--- src/rtl/scan_pkg.sv ---
package scan_pkg;
  typedef enum logic [2:0] {
    MODE_OFF  = 3'b000,
    MODE_SW   = 3'b001,
    MODE_EXT  = 3'b010,
    MODE_GATE = 3'b011,
    MODE_TICK = 3'b100
  } scan_mode_e;

  // codes 101..111 and forbidden gated fall through as not live
  function automatic logic mode_live(input logic [2:0] m, input logic allow_gated);
    return (m == MODE_SW) || (m == MODE_EXT) || (m == MODE_TICK) ||
           ((m == MODE_GATE) && allow_gated);
  endfunction
endpackage

--- src/rtl/scan_sync.sv ---
module scan_sync #(
  parameter int STAGES = 2
) (
  input  logic clk_i,
  input  logic rst_ni,
  input  logic d_i,
  output logic level_o,
  output logic rise_o
);
  logic [STAGES-1:0] sr_q;
  logic              prev_q;

  always_ff @(posedge clk_i or negedge rst_ni) begin
    if (!rst_ni) begin
      sr_q   <= '0;
      prev_q <= 1'b0;
    end else begin
      sr_q   <= {sr_q[STAGES-2:0], d_i};
      prev_q <= sr_q[STAGES-1];
    end
  end

  assign level_o = sr_q[STAGES-1];
  assign rise_o  = sr_q[STAGES-1] & ~prev_q;
endmodule

--- src/rtl/queue_seq.sv ---
module queue_seq
  import scan_pkg::*;
#(
  parameter int   LIST_LEN    = 4,
  parameter logic ALLOW_GATED = 1'b1
) (
  input  logic       clk_i,
  input  logic       rst_ni,
  input  logic       cfg_we_i,
  input  logic [2:0] cfg_mode_i,
  input  logic       cfg_arm_i,
  input  logic       flag_clr_i,
  input  logic       ext_trig_i,
  input  logic       ext_gate_i,
  input  logic       tick_i,
  input  logic       grant_i,
  output logic       req_o,
  output logic       run_o,
  output logic       start_o,
  output logic       done_o,
  output logic [2:0] mode_o,
  output logic       off_o
);
  localparam int CNT_W = (LIST_LEN > 1) ? $clog2(LIST_LEN) : 1;
  localparam logic [CNT_W-1:0] CNT_TOP = CNT_W'(LIST_LEN - 1);

  logic [2:0]       mode_q;
  logic             arm_q, req_q, run_q, done_q;
  logic [CNT_W-1:0] cnt_q;
  logic             trig_rise, gate_lvl, live_q, wr_live, gated_mode;
  logic             trig_ev, conv_en, last;

  scan_sync #(.STAGES(2)) u_trig_sync (
    .clk_i, .rst_ni, .d_i(ext_trig_i), .level_o(), .rise_o(trig_rise)
  );

  generate
    if (ALLOW_GATED) begin : g_gate
      scan_sync #(.STAGES(2)) u_gate_sync (
        .clk_i, .rst_ni, .d_i(ext_gate_i), .level_o(gate_lvl), .rise_o()
      );
    end else begin : g_nogate
      logic unused_gate;
      assign unused_gate = ext_gate_i;
      assign gate_lvl    = 1'b0;
    end
  endgenerate

  assign live_q     = mode_live(mode_q, ALLOW_GATED);
  assign wr_live    = mode_live(cfg_mode_i, ALLOW_GATED);
  assign gated_mode = ALLOW_GATED && (mode_q == MODE_GATE);

  always_comb begin
    unique case (mode_q)
      MODE_SW:   trig_ev = 1'b1;
      MODE_EXT:  trig_ev = trig_rise;
      MODE_GATE: trig_ev = gate_lvl;
      MODE_TICK: trig_ev = tick_i;
      default:   trig_ev = 1'b0;
    endcase
    trig_ev = trig_ev & live_q & arm_q & ~req_q & ~run_q;
  end

  assign conv_en = run_q & (~gated_mode | gate_lvl);
  assign last    = conv_en & (cnt_q == '0);

  always_ff @(posedge clk_i or negedge rst_ni) begin
    if (!rst_ni) begin
      mode_q <= MODE_OFF;
      arm_q  <= 1'b0;
      req_q  <= 1'b0;
      run_q  <= 1'b0;
      done_q <= 1'b0;
      cnt_q  <= '0;
    end else begin
      if (trig_ev) req_q <= 1'b1;
      if (grant_i) begin
        req_q <= 1'b0;
        run_q <= 1'b1;
        cnt_q <= CNT_TOP;
      end
      if (conv_en) cnt_q <= cnt_q - 1'b1;
      if (flag_clr_i) done_q <= 1'b0;
      if (last) begin
        run_q  <= 1'b0;
        arm_q  <= 1'b0;
        done_q <= 1'b1;
      end
      if (cfg_we_i) begin
        mode_q <= cfg_mode_i;
        if (!wr_live) begin
          arm_q <= 1'b0;
          req_q <= 1'b0;
          run_q <= 1'b0;
        end else if (cfg_arm_i) begin
          arm_q <= 1'b1; // set-only
        end
      end
    end
  end

  assign req_o   = req_q;
  assign run_o   = run_q;
  assign start_o = conv_en;
  assign done_o  = done_q;
  assign mode_o  = mode_q;
  assign off_o   = ~live_q;

  AST_DISABLED_IDLE: assert property (@(posedge clk_i) disable iff (!rst_ni)
    !live_q |-> (!run_q && !arm_q && !req_q));
  AST_RUN_NEEDS_ARM: assert property (@(posedge clk_i) disable iff (!rst_ni)
    run_q |-> arm_q);
  AST_DONE_ENDS_RUN: assert property (@(posedge clk_i) disable iff (!rst_ni)
    $rose(done_q) |-> !run_q);
  AST_GATE_PAUSE: assert property (@(posedge clk_i) disable iff (!rst_ni)
    (run_q && gated_mode && !gate_lvl) |=> $stable(cnt_q));
endmodule

--- src/rtl/dual_queue_scan_ctrl.sv ---
module dual_queue_scan_ctrl #(
  parameter int LIST_LEN = 4
) (
  input  logic       clk_i,
  input  logic       rst_ni,
  input  logic [1:0] cfg_we_i,
  input  logic [2:0] cfg_mode_i,
  input  logic       cfg_arm_i,
  input  logic [1:0] flag_clr_i,
  input  logic       rd_sel_i,
  output logic [3:0] rd_data_o,
  input  logic [1:0] ext_trig_i,
  input  logic       ext_gate_i,
  input  logic [1:0] tick_i,
  output logic [1:0] active_o,
  output logic [1:0] start_o,
  output logic [1:0] done_o,
  output logic       all_off_o
);
  localparam int NQ = 2;

  logic [NQ-1:0] req, run, grant, off;
  logic [2:0]    mode [NQ];
  logic          busy;

  assign busy     = |run;
  assign grant[0] = req[0] & ~busy;
  assign grant[1] = req[1] & ~busy & ~req[0];

  for (genvar g = 0; g < NQ; g++) begin : g_q
    queue_seq #(
      .LIST_LEN   (LIST_LEN),
      .ALLOW_GATED(g == 0)
    ) u_seq (
      .clk_i,
      .rst_ni,
      .cfg_we_i  (cfg_we_i[g]),
      .cfg_mode_i,
      .cfg_arm_i,
      .flag_clr_i(flag_clr_i[g]),
      .ext_trig_i(ext_trig_i[g]),
      .ext_gate_i((g == 0) ? ext_gate_i : 1'b0),
      .tick_i    (tick_i[g]),
      .grant_i   (grant[g]),
      .req_o     (req[g]),
      .run_o     (run[g]),
      .start_o   (start_o[g]),
      .done_o    (done_o[g]),
      .mode_o    (mode[g]),
      .off_o     (off[g])
    );
  end

  assign active_o  = run;
  assign all_off_o = &off;
  assign rd_data_o = {1'b0, mode[rd_sel_i]};

  AST_SINGLE_RUN: assert property (@(posedge clk_i) disable iff (!rst_ni)
    $countones(run) <= 1);
  AST_Q1_FIRST: assert property (@(posedge clk_i) disable iff (!rst_ni)
    (req[0] && req[1]) |=> !run[1]);
  AST_OFF_QUIET: assert property (@(posedge clk_i) disable iff (!rst_ni)
    all_off_o |-> (run == '0));
  AST_NO_DUAL_STROBE: assert property (@(posedge clk_i) disable iff (!rst_ni)
    !(start_o[0] && start_o[1]));
endmodule

--- config.mk ---
export PLATFORM = sky130hd
export DESIGN_NAME = dual_queue_scan_ctrl
export DESIGN_NICKNAME = d
export VERILOG_FILES = /design/src/rtl/scan_pkg.sv /design/src/rtl/scan_sync.sv /design/src/rtl/queue_seq.sv /design/src/rtl/dual_queue_scan_ctrl.sv
export SDC_FILE = /design/constraint.sdc
export NUM_CORES = 1
export LEC_CHECK = 0
export BUFFER_PORTS_ARGS = -buffer_cell sky130_fd_sc_hd__buf_4
export CAP_MARGIN = 10
export CORE_MARGIN = 2
export CORE_UTILIZATION = 52
export CTS_CLUSTER_DIAMETER = 40
export CTS_CLUSTER_SIZE = 28
export DETAILED_ROUTE_END_ITERATION = 10
export PLACE_DENSITY = 0.87
export SLEW_MARGIN = 10
export SYNTH_ARGS = -nofsm -noshare
export SYNTH_HDL_FRONTEND = slang
export SYNTH_SLANG_ARGS = --single-unit
export TNS_END_PERCENT = 20
--- constraint.sdc ---
create_clock -name clk_i -period 2.3 [get_ports clk_i]
set_clock_uncertainty 0.2 [all_clocks]
set_input_delay 0.345 -clock clk_i [delete_from_list [all_inputs] [get_ports clk_i]]
set_output_delay 0.345 -clock clk_i [all_outputs]
set_load 0.01 [all_outputs]
==> results.md, run 1 <==
- Hold depth: 2
- Final worst slack: 0.290 ns
- DPL Wire Length: ~1600 µm
- Area growth syn-to-layout: 22.7%
- Clk buf depth: 2
- Final Critical Period: about 2.0 ns
- Initial Utilization: 0.547
- Most common cell in the netlist: dfrtp_1
- Hold slack: ~0.068 ns
- GPL Wtd Cong: 0.842
- Seq cells post-synth: 26
- First-pass GRT wire length: 3470 µm
- DIE WIDTH: ~52 µm
- Final ANT Viol Nets: 0
- Fill cells: between 150 and 200
- Drt pass-1 iters: 4
- Num rows: 17
- Vias: between 800 and 900
- Final setup viols: 0
- Synthesized instance count: between 100 and 150
- Sequential fraction of the synthesis area: 0.543
- Outcome: complete, no violations
- CTS tree: yes
- Die H: ~52 µm
- H-tree lvl count: 1
- Diode count: 0
- Skew-Pair Late Insertion Delay: 0.32 ns
- Max_cap viols: 0
- Clk slew on worst S/H paths: roughly 0.13 ns
- Final wirelength: approximately 2100 µm
- Top cells by area, synth: dfrtp_1 (54%), mux2_2 (7.5%), buf_4 (4.4%)
- Clk sinks: 26
- Crit path DAT: ~1.5 ns
- Top-area cell type share of the netlist area: 0.543
- Detailed Route Iter0 Violations: 15
- Final Hold Viols: 0
- EDFF count, synth: 0
- Critical path fanouts, max: 6
- Die area: 2710 µm²
- Post-synth top cells: dfrtp_1 (26), a21oi_1 (9), mux2_2 (8)
- Synth Flop Type: dfrtp_1
- Number of top-level pins: 27
- Clock Root Buffer: clkbuf_4
- Area leader, netlist: dfrtp_1
- Syn Nets: 129
- Setup WS pre-CTS: ~0.66 ns
- FMAX: ~500 MHz
- Pwr Density: approximately 800 nW/µm²
- Critical Path End Type: output pin
- Vias in the first global route: 791
- Synthesized area: about 1200 µm²
- HP Class: in2reg
- Reg area: roughly 650 µm²
- Worst Setup Path Type: reg2out
- Worst EP required: 1.75 ns
- RSZ-0062 raised after global routing: no
- Total congestion overflow: 0
- Core area: 2190 µm²
- Largest net degree at the start of global routing: 27
- Critical path startpoint category: flip-flop
- Via density: 5.20
- DRC Markers: 0
- Synth unique cells: 31
- PortBufs: 25
- VDD IR max: roughly 0.53 mV
- GRT Total Usage: 0.180
- Fin. max-slew vios: 0
- Final setup TNS: 0 ns
- Fin crit share: 0.874
- Routed WL per cell: 12.8 µm
- Post-CTS sizing: 0
- Syn Area/Cell: 10.8 µm²
- Multi-input gate area: approximately 460 µm²
- Final #Nets: between 150 and 200
- Cts bufs inserted: 3
- Initial antenna violation count: 0
- Post-synthesis async set-or-reset flop share: 1.00
- Leak: roughly 0.69 nW
- Worst Reg-to-Reg Cells: 3
- Yosys warns: 0
- Share of layout cells above drive strength 1: 0.279
[stage by stage]
| step | power, mW | instance area, µm² | utilization | instances |
|---|---|---|---|---|
| after floorplan | 0.807 | 1200 | - | 111 |
| after detailed placement | 0.903 | 1360 | 0.620 | 154 |
| final | 1.20 | 1470 | 0.671 | 164 |
| after global routing | 1.28 | 1470 | 0.671 | 164 |
| after global placement | 0.881 | 1360 | 0.620 | 154 |
| after CTS | 1.22 | 1470 | 0.671 | 164 |
[worst max-delay path, stage by stage (launching register included)]
cell and delay [ns]:
dfrtp_1 0.46, nor3b_1 0.30, a21oi_1 0.09, and2_1 0.17
buf_4 0.13
[placed cells by master, fill, tap and decap left out, types with 2 or more instances in the layout]
| master | instances |
|---|---|
| dfrtp_1 | 26 |
| buf_4 | 25 |
| a21oi_1 | 9 |
| mux2_2 | 8 |
| inv_1 | 7 |
| nor2_1 | 6 |
| nor3_1 | 6 |
| dlygate4sd3_1 | 6 |
| o21ai_0 | 5 |
| nand2_1 | 4 |
| and2_1 | 3 |
| nor3b_1 | 3 |
| xor2_1 | 3 |
| clkbuf_4 | 3 |
| nor2b_1 | 2 |
| a22oi_1 | 2 |
| ha_1 | 2 |
[cell families after synthesis]
group,count (synthesis),synth area share
buffers and inverters,17,0.0752
AO/OA/AOI/OAI,23,0.118
multiplexers,8,0.0752
adder cells (fa/ha/maj),2,0.0209
other,1,0.00313
XOR/XNOR,3,0.0219
AND/OR/NAND/NOR,31,0.143
flip-flops,26,0.543
[path summary, 6_finish.rpt]
path                                                                    from                                                 to  slack (ns)
max                                       g_q[1].u_seq.mode_o[1]$_DFFE_PN0P_                                          all_off_o        0.29
max reg2reg                               g_q[1].u_seq.mode_o[2]$_DFFE_PN0P_                       g_q[1].u_seq.req_o$_DFF_PN0_        0.64
min in group asynchronous                                             rst_ni                    g_q[0].u_seq.done_o$_DFFE_PN0P_        0.24
min                                                              cfg_we_i[1]                       g_q[1].u_seq.arm_q$_DFF_PN0_        0.07
max in group asynchronous                                             rst_ni                 g_q[1].u_seq.mode_o[1]$_DFFE_PN0P_        1.42
min reg2reg                g_q[0].u_seq.g_gate.u_gate_sync.sr_q[0]$_DFF_PN0_  g_q[0].u_seq.g_gate.u_gate_sync.sr_q[1]$_DFF_PN0_        0.16
[layer usage]
layer,vias to the layer above,track usage,routed length [µm]
met5,-,0,0
met3,4,0.0747,113
met1,401,0.212,920
met4,0,0.0614,27
li1,427,-,-
met2,21,0.295,1040
[flip-flops by register name, summed over array words and instances (netlist names)]
| name | count |
|---|---|
| g_q.u_seq.arm_q | 2 |
| g_q.u_seq.cnt_q | 4 |
| g_q.u_seq.done_o | 2 |
| g_q.u_seq.g_gate.u_gate_sync.sr_q | 2 |
| g_q.u_seq.mode_o | 6 |
| g_q.u_seq.req_o | 2 |
| g_q.u_seq.run_o | 2 |
| g_q.u_seq.u_trig_sync.prev_q | 2 |
| g_q.u_seq.u_trig_sync.sr_q | 4 |
[report_power, final]
group / internal, mW / total (mW) / switching (mW) / leakage [nW]
combinational: 0.158 / 0.299 / 0.141 / 0.345
sequential: 0.528 / 0.595 / 0.0678 / 0.313
clock: 0.176 / 0.304 / 0.127 / 0.0279
total: 0.862 / 1.20 / 0.336 / 0.685
[layout make-up]
type                            count  share of cell area
Multi-Input combinational cell     68               0.311
Clock buffer                        3              0.0153
Sequential cell                    26               0.443
Clock inverter                      1              0.0204
Tap cell                           28              0.0238
Timing Repair Buffer               31               0.169
Inverter                            7              0.0179
[timing repair]
action	4_1_cts	5_1_grt
setup buffers	0	0
hold buffers	6	0
endpoints found under the hold margin	31	0
Note: power is estimated with default switching activity, not from simulation.
==> run 2: changes to the inputs <==
--- a/config.mk
+++ b/config.mk
@@ -7,8 +7,10 @@
 export LEC_CHECK = 0
 export BUFFER_PORTS_ARGS = -buffer_cell sky130_fd_sc_hd__buf_4
 export CAP_MARGIN = 10
+export CELL_PAD_IN_SITES_DETAIL_PLACEMENT = 1
+export CELL_PAD_IN_SITES_GLOBAL_PLACEMENT = 2
 export CORE_MARGIN = 2
-export CORE_UTILIZATION = 52
+export CORE_UTILIZATION = 33
 export CTS_CLUSTER_DIAMETER = 40
 export CTS_CLUSTER_SIZE = 28
 export DETAILED_ROUTE_END_ITERATION = 10
==> results.md, run 2 (synthesis gave the netlist of run 1 again) <==
- Outcome: complete, no violations
- Leak: 0.674 nW
- Most common cell after layout, fill and taps aside: dfrtp_1
- Via density: approximately 4.7
- Critical path startpoint category: flip-flop
- Int Power: around 0.78 mW
- Final wirelength: about 2400 µm
- Worst EP required: 1.75 ns
- Fin. max-slew vios: 0
- Worst Reg-to-Reg Cells: 3
- Core area: ~3400 µm²
- Sw Ratio: 0.306
- Skew-Pair Late Insertion Delay: roughly 0.31 ns
- Final setup TNS: 0 ns
- DPL Wire Length: 1890 µm
- Final setup viols: 0
- GPL Wtd Cong: a little over 0.7
- Vias: roughly 850
- Clk sinks: 26
- Clock group share of total power: 0.200
- Fin crit share: 0.863
- GRT Total Usage: 0.124
- Clock Root Buffer: clkbuf_4
- Area growth syn-to-layout: 22.3%
- Hold depth: 2
- Cts bufs inserted: 3
- PortBufs: 25
- Die area: ~4100 µm²
- Crit path to: all_off_o
- Multi-input gate area: between 400 and 500 µm²
- Final Critical Period: 1.99 ns
- DIE WIDTH: between 60 and 70 µm
- Total congestion overflow: 0
- Max FFs per register: 6
- Clk slew on worst S/H paths: between 0.1 and 0.15 ns
- Critical Path Source: g_q[1].u_seq.mode_o[1]$_DFFE_PN0P_
- Drt pass-1 iters: 4
- Final #Nets: around 150
- R2r setup slk: a little over 0.6 ns
- Combinational share of power: 0.271
- Initial antenna violation count: 0
- Final Hold Viols: 0
- Crit path DAT: 1.44 ns
- Num rows: 21
- Met3 Routed Length: ~70 µm
- CTS tree: yes
- Worst Setup Path Type: reg2out
- Hold slack: roughly 0.0086 ns
- Initial Utilization: 0.351
- Top Metal Used: met4
- Switch Pwr: 0.344 mW
- Vias in the first global route: roughly 820
- Clk buf depth: 2
- DRC Markers: 0
- RSZ-0062 raised after global routing: no
- Max_cap viols: 0
- VDD IR max: ~0.4 mV
- Reg area: around 650 µm²
- H-tree lvl count: 1
- Die H: about 64 µm
- RR Endpoint: g_q[1].u_seq.req_o$_DFF_PN0_
- First-pass GRT wire length: roughly 4000 µm
- Diode count: 0
- Critical Path End Type: output pin
- Fill cells: 388
- Met2 routed WL: around 1100 µm
- Most frequent cells in the layout: dfrtp_1 (26), buf_4 (25), a21oi_1 (9), mux2_2 (8), inv_1 (7)
- Detailed Route Iter0 Violations: 14
- Pwr Density: between 700 and 800 nW/µm²
- Number of top-level pins: 27
- Reg2reg start: g_q[1].u_seq.mode_o[2]$_DFFE_PN0P_
- FMAX: about 500 MHz
- Routed WL per cell: approximately 13 µm
- Final ANT Viol Nets: 0
- Largest net degree at the start of global routing: 27
- WL met1: about 1200 µm
- Sequential power share: 0.529
- HP Class: in2reg
- Critical path fanouts, max: 6
- Post-CTS sizing: 0
- Share of layout cells above drive strength 1: 0.281
==> run 2: cell count changes in the layout (fill, tap and decap cells not counted), sizes merged <==
cell	delta
clkbuf	+1
bufinv	-1
dlygate4sd3	-1
==> run 2: final cells by class <==
type | instances | share of cell area
inverters | 7 | 0.0179
clock buffers | 4 | 0.0247
repair buffers | 30 | 0.162
well taps | 46 | 0.0392
multi-input cells | 68 | 0.312
flip-flops and latches | 26 | 0.444
==> run 2: stage by stage <==
step           instances  utilization  power [mW]  area (µm²)  worst slack (ns)
2_1_floorplan        111            -       0.807        1200             0.716
3_3_place_gp         172        0.404       0.889        1380             0.685
3_5_place_dp         172        0.404       0.912        1380             0.656
4_1_cts              180        0.426        1.15        1460             0.286
5_1_grt              181        0.429        1.22        1470             0.191
6_report             181        0.429        1.13        1470             0.315
==> run 2: how the worst min path moves through the flow <==
stage                              from                                          to  slack, ns
after detailed placement         rst_ni          g_q[0].u_seq.mode_o[1]$_DFFE_PN0P_       0.07
after floorplan                  rst_ni                g_q[0].u_seq.arm_q$_DFF_PN0_      -0.15
final                     flag_clr_i[0]             g_q[0].u_seq.done_o$_DFFE_PN0P_      0.009
after global placement           rst_ni  g_q[0].u_seq.u_trig_sync.sr_q[0]$_DFF_PN0_       0.07
after global routing      flag_clr_i[0]             g_q[0].u_seq.done_o$_DFFE_PN0P_      0.004
after CTS                 flag_clr_i[0]             g_q[0].u_seq.done_o$_DFFE_PN0P_      0.001
==> run 2: worst max-delay path, stage by stage, from the launching register on <==
cell	delay, ns
dfrtp_1	0.47
nor3b_1	0.28
a21oi_1	0.09
and2_1	0.16
buf_4	0.13
==> run 2: power by group through the flow <==
stage | clock network [mW] | logic, mW | registers [mW]
after global routing | 0.257 | 0.351 | 0.610
final | 0.225 | 0.306 | 0.596
after detailed placement | 0 | 0.305 | 0.607
after global placement | 0 | 0.289 | 0.600
after floorplan | 0 | 0.225 | 0.582
after CTS | 0.238 | 0.311 | 0.597
==> run 2: layer usage <==
metal,vias to the layer above,global-route usage
met4,0,0.0239
met2,15,0.207
met3,2,0.0176
met5,-,0
li1,426,-
met1,404,0.173
==> run 2: what timing repair did <==
action / in CTS / in global routing
hold buffers: 4 / 1
hold endpoints to repair: 29 / 1
setup buffers: 0 / 0
